**src/rtl/cmon_pkg.sv**
```systemverilog
// Package: shared constants and the add decoder for the conformance monitor.
// Assumes 16-bit opcodes and an eight-entry register file with 3-bit indices.
package cmon_pkg;
    localparam int OP_W  = 16;
    localparam int IDX_W = 3;
    localparam int NREG  = 1 << IDX_W;
    localparam logic [OP_W-1:0] ADD_MASK  = 16'hFE00;
    localparam logic [OP_W-1:0] ADD_MATCH = 16'h1800;

    typedef struct packed {
        logic             is_add;
        logic [IDX_W-1:0] src_a;
        logic [IDX_W-1:0] src_b;
        logic [IDX_W-1:0] dst;
    } add_fields_t;

    // Split an opcode into its add recognition bit and register indices.
    function automatic add_fields_t decode_add(input logic [OP_W-1:0] op);
        add_fields_t f;
        f.is_add = ((op & ADD_MASK) == ADD_MATCH);
        f.src_a  = op[8:6];
        f.src_b  = op[5:3];
        f.dst    = op[2:0];
        return f;
    endfunction
endpackage

```
**src/rtl/cmon_slot.sv**
```systemverilog
// Module: one shadow slot of the opcode chain.
// It mirrors one pipeline stage register. Flush empties the slot, stall holds it,
// and otherwise it takes the upstream entry. The upstream entry becomes a
// bubble when upstream is stalled (it stays behind) or flushed (it is killed).
// Assumes stall and flush follow the same meaning as the datapath stage.
module cmon_slot
    import cmon_pkg::*;
(
    input  logic            clk,
    input  logic            rst_n,
    input  logic            stall,
    input  logic            flush,
    input  logic            up_valid,
    input  logic [OP_W-1:0] up_op,
    input  logic            up_stall,
    input  logic            up_flush,
    output logic            valid,
    output logic [OP_W-1:0] op
);
    logic take_valid;

    // Decide whether the entry offered from upstream is a real instruction.
    always_comb begin
        take_valid = up_valid && !up_stall && !up_flush;
    end

    // Update the slot: reset, then flush, then stall, then advance.
    always_ff @(posedge clk) begin
        if (!rst_n) begin
            valid <= 1'b0;
            op    <= '0;
        end else if (flush) begin
            valid <= 1'b0;
        end else if (!stall) begin
            valid <= take_valid;
            op    <= up_op;
        end
    end
endmodule

```
**src/rtl/cmon_add_ref.sv**
```systemverilog
// Module: combinational reference for the register-register add.
// It decodes the committing opcode, sums the two before-state sources modulo
// 2^XLEN and compares the sum with the after-state destination register.
// Assumes registers are packed with register n at bits [XLEN*n +: XLEN].
module cmon_add_ref
    import cmon_pkg::*;
#(
    parameter int XLEN = 32
) (
    input  logic [OP_W-1:0]      op,
    input  logic [NREG*XLEN-1:0] rf_pre,
    input  logic [NREG*XLEN-1:0] rf_post,
    output logic                 is_add,
    output logic                 fail
);
    add_fields_t     f;
    logic [XLEN-1:0] opnd_a;
    logic [XLEN-1:0] opnd_b;
    logic [XLEN-1:0] expect_v;
    logic [XLEN-1:0] got_v;

    // Pick the operands and the destination, then form the verdict.
    always_comb begin
        f        = decode_add(op);
        opnd_a   = rf_pre[int'(f.src_a)*XLEN +: XLEN];
        opnd_b   = rf_pre[int'(f.src_b)*XLEN +: XLEN];
        got_v    = rf_post[int'(f.dst)*XLEN +: XLEN];
        expect_v = opnd_a + opnd_b;
        is_add   = f.is_add;
        fail     = f.is_add && (got_v != expect_v);
    end
endmodule

```
**src/rtl/cmon_verdict.sv**
```systemverilog
// Module: registers the check result as a one-cycle pulse and a sticky flag.
// Assumes check_en is high only in a commit cycle whose slot holds an add.
module cmon_verdict (
    input  logic clk,
    input  logic rst_n,
    input  logic check_en,
    input  logic fail,
    output logic mismatch_o,
    output logic error_o
);
    logic hit;

    // Combine the commit qualifier with the reference verdict.
    always_comb begin
        hit = check_en && fail;
    end

    // Register the pulse and accumulate the sticky flag.
    always_ff @(posedge clk) begin
        if (!rst_n) begin
            mismatch_o <= 1'b0;
            error_o    <= 1'b0;
        end else begin
            mismatch_o <= hit;
            error_o    <= error_o | hit;
        end
    end
endmodule

```
**src/rtl/conf_monitor.sv**
```systemverilog
// Module: retire-point conformance monitor for a register-register add.
// A chain of NSLOT shadow slots (decode, execute, memory) carries opcodes under
// the pipeline's own stall and flush controls. The last slot commits when it is
// valid, not stalled and not flushed. In that cycle the pipeline supplies the
// before and after register views, and the add reference judges the result.
// Assumes rf_pre_i/rf_post_i are meaningful in every commit cycle.
module conf_monitor
    import cmon_pkg::*;
#(
    parameter int XLEN  = 32,
    parameter int NSLOT = 3
) (
    input  logic                 clk,
    input  logic                 rst_n,
    input  logic                 fetch_valid_i,
    input  logic [OP_W-1:0]      fetch_op_i,
    input  logic [NSLOT-1:0]     stall_i,
    input  logic [NSLOT-1:0]     flush_i,
    input  logic [NREG*XLEN-1:0] rf_pre_i,
    input  logic [NREG*XLEN-1:0] rf_post_i,
    output logic                 mismatch_o,
    output logic                 error_o
);
    localparam int LAST = NSLOT - 1;

    logic [NSLOT-1:0]           slot_valid;
    logic [NSLOT-1:0][OP_W-1:0] slot_op;
    logic                       commit;
    logic                       ref_is_add;
    logic                       ref_fail;

    for (genvar k = 0; k < NSLOT; k++) begin : g_slot
        if (k == 0) begin : g_head
            cmon_slot u_slot (
                .clk      (clk),
                .rst_n    (rst_n),
                .stall    (stall_i[k]),
                .flush    (flush_i[k]),
                .up_valid (fetch_valid_i),
                .up_op    (fetch_op_i),
                .up_stall (1'b0),
                .up_flush (1'b0),
                .valid    (slot_valid[k]),
                .op       (slot_op[k])
            );
        end else begin : g_body
            cmon_slot u_slot (
                .clk      (clk),
                .rst_n    (rst_n),
                .stall    (stall_i[k]),
                .flush    (flush_i[k]),
                .up_valid (slot_valid[k-1]),
                .up_op    (slot_op[k-1]),
                .up_stall (stall_i[k-1]),
                .up_flush (flush_i[k-1]),
                .valid    (slot_valid[k]),
                .op       (slot_op[k])
            );
        end
    end

    // The last slot commits when it leaves the memory stage this cycle.
    always_comb begin
        commit = slot_valid[LAST] && !stall_i[LAST] && !flush_i[LAST];
    end

    cmon_add_ref #(.XLEN(XLEN)) u_ref (
        .op      (slot_op[LAST]),
        .rf_pre  (rf_pre_i),
        .rf_post (rf_post_i),
        .is_add  (ref_is_add),
        .fail    (ref_fail)
    );

    cmon_verdict u_verdict (
        .clk        (clk),
        .rst_n      (rst_n),
        .check_en   (commit && ref_is_add),
        .fail       (ref_fail),
        .mismatch_o (mismatch_o),
        .error_o    (error_o)
    );
endmodule

```
**config.mk**
```make
export PLATFORM = sky130hd
export DESIGN_NAME = conf_monitor
export DESIGN_NICKNAME = d
export VERILOG_FILES = /design/src/rtl/cmon_pkg.sv /design/src/rtl/cmon_slot.sv /design/src/rtl/cmon_add_ref.sv /design/src/rtl/cmon_verdict.sv /design/src/rtl/conf_monitor.sv
export SDC_FILE = /design/constraint.sdc
export NUM_CORES = 1
export LEC_CHECK = 0
export BUFFER_PORTS_ARGS = -buffer_cell sky130_fd_sc_hd__buf_4
export CORE_AREA = 3 3 211 213
export CTS_CLUSTER_DIAMETER = 200
export DETAILED_ROUTE_END_ITERATION = 16
export DIE_AREA = 0 0 214 216
export GPL_ROUTABILITY_DRIVEN = 0
export PLACE_DENSITY = 0.45
export SYNTH_ARGS = -nofsm -noshare
export SYNTH_HDL_FRONTEND = slang
export SYNTH_SLANG_ARGS = --single-unit
```
**constraint.sdc**
```tcl
create_clock -name clk -period 6 [get_ports clk]
set_input_delay 1.8 -clock clk [delete_from_list [all_inputs] [get_ports clk]]
set_output_delay 1.8 -clock clk [all_outputs]
set_load 0.005 [all_outputs]
```
==> flow_summary.ini <==
[yosys]
yosysTopAreaCell = mux4_2
post-synth-top-count-cell = mux4_2
syn_area_mm2 = 0.0100
syn-num-nets = 1503
ys_top_cells_by_count = mux4_2 (168), nand2_1 (140), mux2_2 (76)
synth_edf_count = 0
synth_ff_type = dfxtp_1
synth.area.top_cells = mux4_2 (38%), dfxtp_1 (11%), mux2_2 (8.6%), nand2_1 (5.3%), mux2i_1 (4.5%)
yosysSeqAreaShare = 0.106
synth_async_sr_flop_share = 0
avgSynthCellArea_um2 = 10.7
synthDistinctLibCells = 67
synth.ff_latch_count = 53
synth_top_area_share = 0.378
syn_inst = 934
synth_warnings = 0

[clock_network]
clkLatencyLatePin_ps = 300
tritoncts = done
cts-buffers-inserted = 5
cts_buffer_depth = 2
post_cts_buffers = 0
clkSlewWorstSetupHoldPaths_ps = 70
ctsRootBufferMaster = clkbuf_16
clkSinkCount = 53
htree_num_levels = 2
post_cts_resized = 0
ctsHoldBuffers = 0

[route]
drt_first_pass_iters = 5
drt-vias-per-instance = 5.06
routed_wl_um = 46800
via_count = 10152
ant_nets = 0
drc = 0
wl_per_cell_um = 23.3
drtIter0Drc = 641

[die]
die_w_um = 214
coreArea_mm2 = 0.0429
rows = 76
die_y_um = 216
num_io_pins = 539
die_area_mm2 = 0.0462
start_util = 0.233

[setup_path]
worstReg2RegEnd = u_verdict.mismatch_o
critPathKind = input pin to register
critPathArrivalTime_ps = 5780
critPathLaunchType = input pin
worst-path-buf-inv = 2
critical_path.max_stage_delay_ps = 480
r2r_cells = 14
timing.rr.start = g_slot[2].g_body.u_slot.op[6]
crit_top_cell = a211oi_1
path_cells = buf_4 -> mux4_2 -> mux2i_1 -> inv_1 -> ha_1 -> a211oi_1 -> o21ai_1 -> a211oi_1 -> o21ai_0 -> a21o_1 -> a22o_1 -> nor4_1 -> and4bb_1 -> nand4_1 -> o31a_1
critPathTopFamily = compound AO/OA/AOI/OAI gates
r2r_slack_ps = 1030
cp_slowest_cell = a211oi_1
cp_max_fo = 5
cp-end-kind = register
worstPathRequired_ps = 6190

[cells_and_area]
syn_to_final_growth_pct = 47.9
utilization = 0.345
drive_above_1_share = 0.583
fin_nets = 1990
diodes = 0

[sta]
setup_viol = 0
final.setup.tns_ps = 0
finalClockSkew_ps = 6.47
clock.fmax_mhz = 179
slew_headroom = 0.283
hold_slack_ps = 459
finalCritPeriodShare = 0.932
drv_slew = 0
worst_slack_ps = 408
hold_viol_final = 0
worstMarginPinSlew_ps = 1070
rsz0062_at_grt = false
period_needed_ps = 5590

[global_routing]
grt_pass1_vias = 10588
grt_pass1_wl_um = 68200
grt_usage = 0.194
grt_max_degree = 55
grt-ovfl-total = 0
antenna_found_initial = 1

[power_and_ir_drop]
seqPwrFrac = 0.231
power_frac_clock = 0.218
power_w = 0.00158
power-per-cell-area_mw_per_mm2 = 107
switching_share = 0.334
p_leak_nw = 5.62
switchingPower_w = 0.000528
p_int_w = 0.00105
combPwrFrac = 0.552
peakVddDrop_uv = 105

[status]
status = finished, final reports clean

[min_path]
min_path_cells = 2
min_path_type = register to register
hp-start = g_slot[1].g_body.u_slot.op[8]
hold_end = g_slot[2].g_body.u_slot.op[8]

[place]
pre_cts_ws_ps = 194
hpwl_um = 39900
portBuffers = 538

[run]
maxCapViolCount = 0
final cells by class:
type	instances	area, um2
Fill cell	4411	28100
Multi-Input combinational cell	798	8540
Timing Repair Buffer	556	4240
Sequential cell	53	1080
Tap cell	585	732
Clock buffer	5	125
Clock inverter	3	47.5
Inverter	7	26.3
cells by family after synthesis:
kind of cell,count (synthesis),share of synthesized area
adders and majority gates,32,0.0408
DFF,53,0.106
and+or+nand+nor,240,0.111
xor gates and xnor gates,55,0.0503
AOI/OAI and AO/OA,172,0.117
muxes,299,0.535
buffers and inverters,83,0.0398
tightest hold or removal path, stage by stage, from the launching register on:
cell and delay (ps):
dfxtp_1 310, nand2_1 50, a21boi_0 60
layout by cell type, fill, tap and decap left out, types with 6 or more instances in the layout:
cell type / instances
mux4_2: 168
o21a_1: 6
xor2_1: 14
nor4_1: 8
a21boi_0: 51
nand3_1: 9
o21ai_0: 22
ha_1: 31
a21oi_1: 39
mux4_1: 10
xnor2_1: 39
dfxtp_1: 44
nand4_1: 13
mux2_2: 76
buf_4: 551
inv_1: 7
nand2b_1: 6
mux2i_1: 45
nand2_1: 140
a21o_1: 9
nor2_1: 31
metrics by stage:
step | cells | area, um2
6_report | 2007 | 14800
3_5_place_dp | 1999 | 14600
3_3_place_gp | 1999 | 14600
5_1_grt | 2007 | 14800
2_1_floorplan | 934 | 10000
4_1_cts | 2007 | 14800
per-layer routing:
layer  up-vias  global-route usage  share of wire
li1       4720                   -              -
met1      5050               0.249           0.42
met2       342               0.341           0.50
met3        38              0.0362          0.056
met4         2              0.0391          0.019
met5         -                   0       0.000085
flip-flops by register name, indices dropped and copies added (netlist names):
register and flops:
g_slot.g_head.u_slot.valid 1, g_slot.g_body.u_slot.valid 2, g_slot.g_body.u_slot.op 32, g_slot.g_head.u_slot.op 16, u_verdict.error_o 1, u_verdict.mismatch_o 1
how the worst max path moves through the flow:
stage / end / cells past startpoint / start
final: u_verdict.mismatch_o / 15 / rf_pre_i[225]
after global routing: u_verdict.mismatch_o / 15 / rf_pre_i[225]
after global placement: u_verdict.mismatch_o / 15 / rf_pre_i[225]
after floorplan: u_verdict.error_o / 14 / rf_pre_i[247]
after detailed placement: u_verdict.mismatch_o / 15 / rf_pre_i[225]
after CTS: u_verdict.mismatch_o / 15 / rf_pre_i[225]
power by group through the flow:
| stage | Sequential (W) | Clock, W | Combinational (W) |
|---|---|---|---|
| global route | 0.000366 | 0.000369 | 0.000944 |
| CTS | 0.000365 | 0.000361 | 0.000874 |
| finish | 0.000364 | 0.000344 | 0.000871 |
| global placement | 0.000373 | 0 | 0.000864 |
| detailed placement | 0.000373 | 0 | 0.000870 |
| floorplan | 0.000370 | 0 | 0.000441 |
Power figures use the tool's default switching activity.
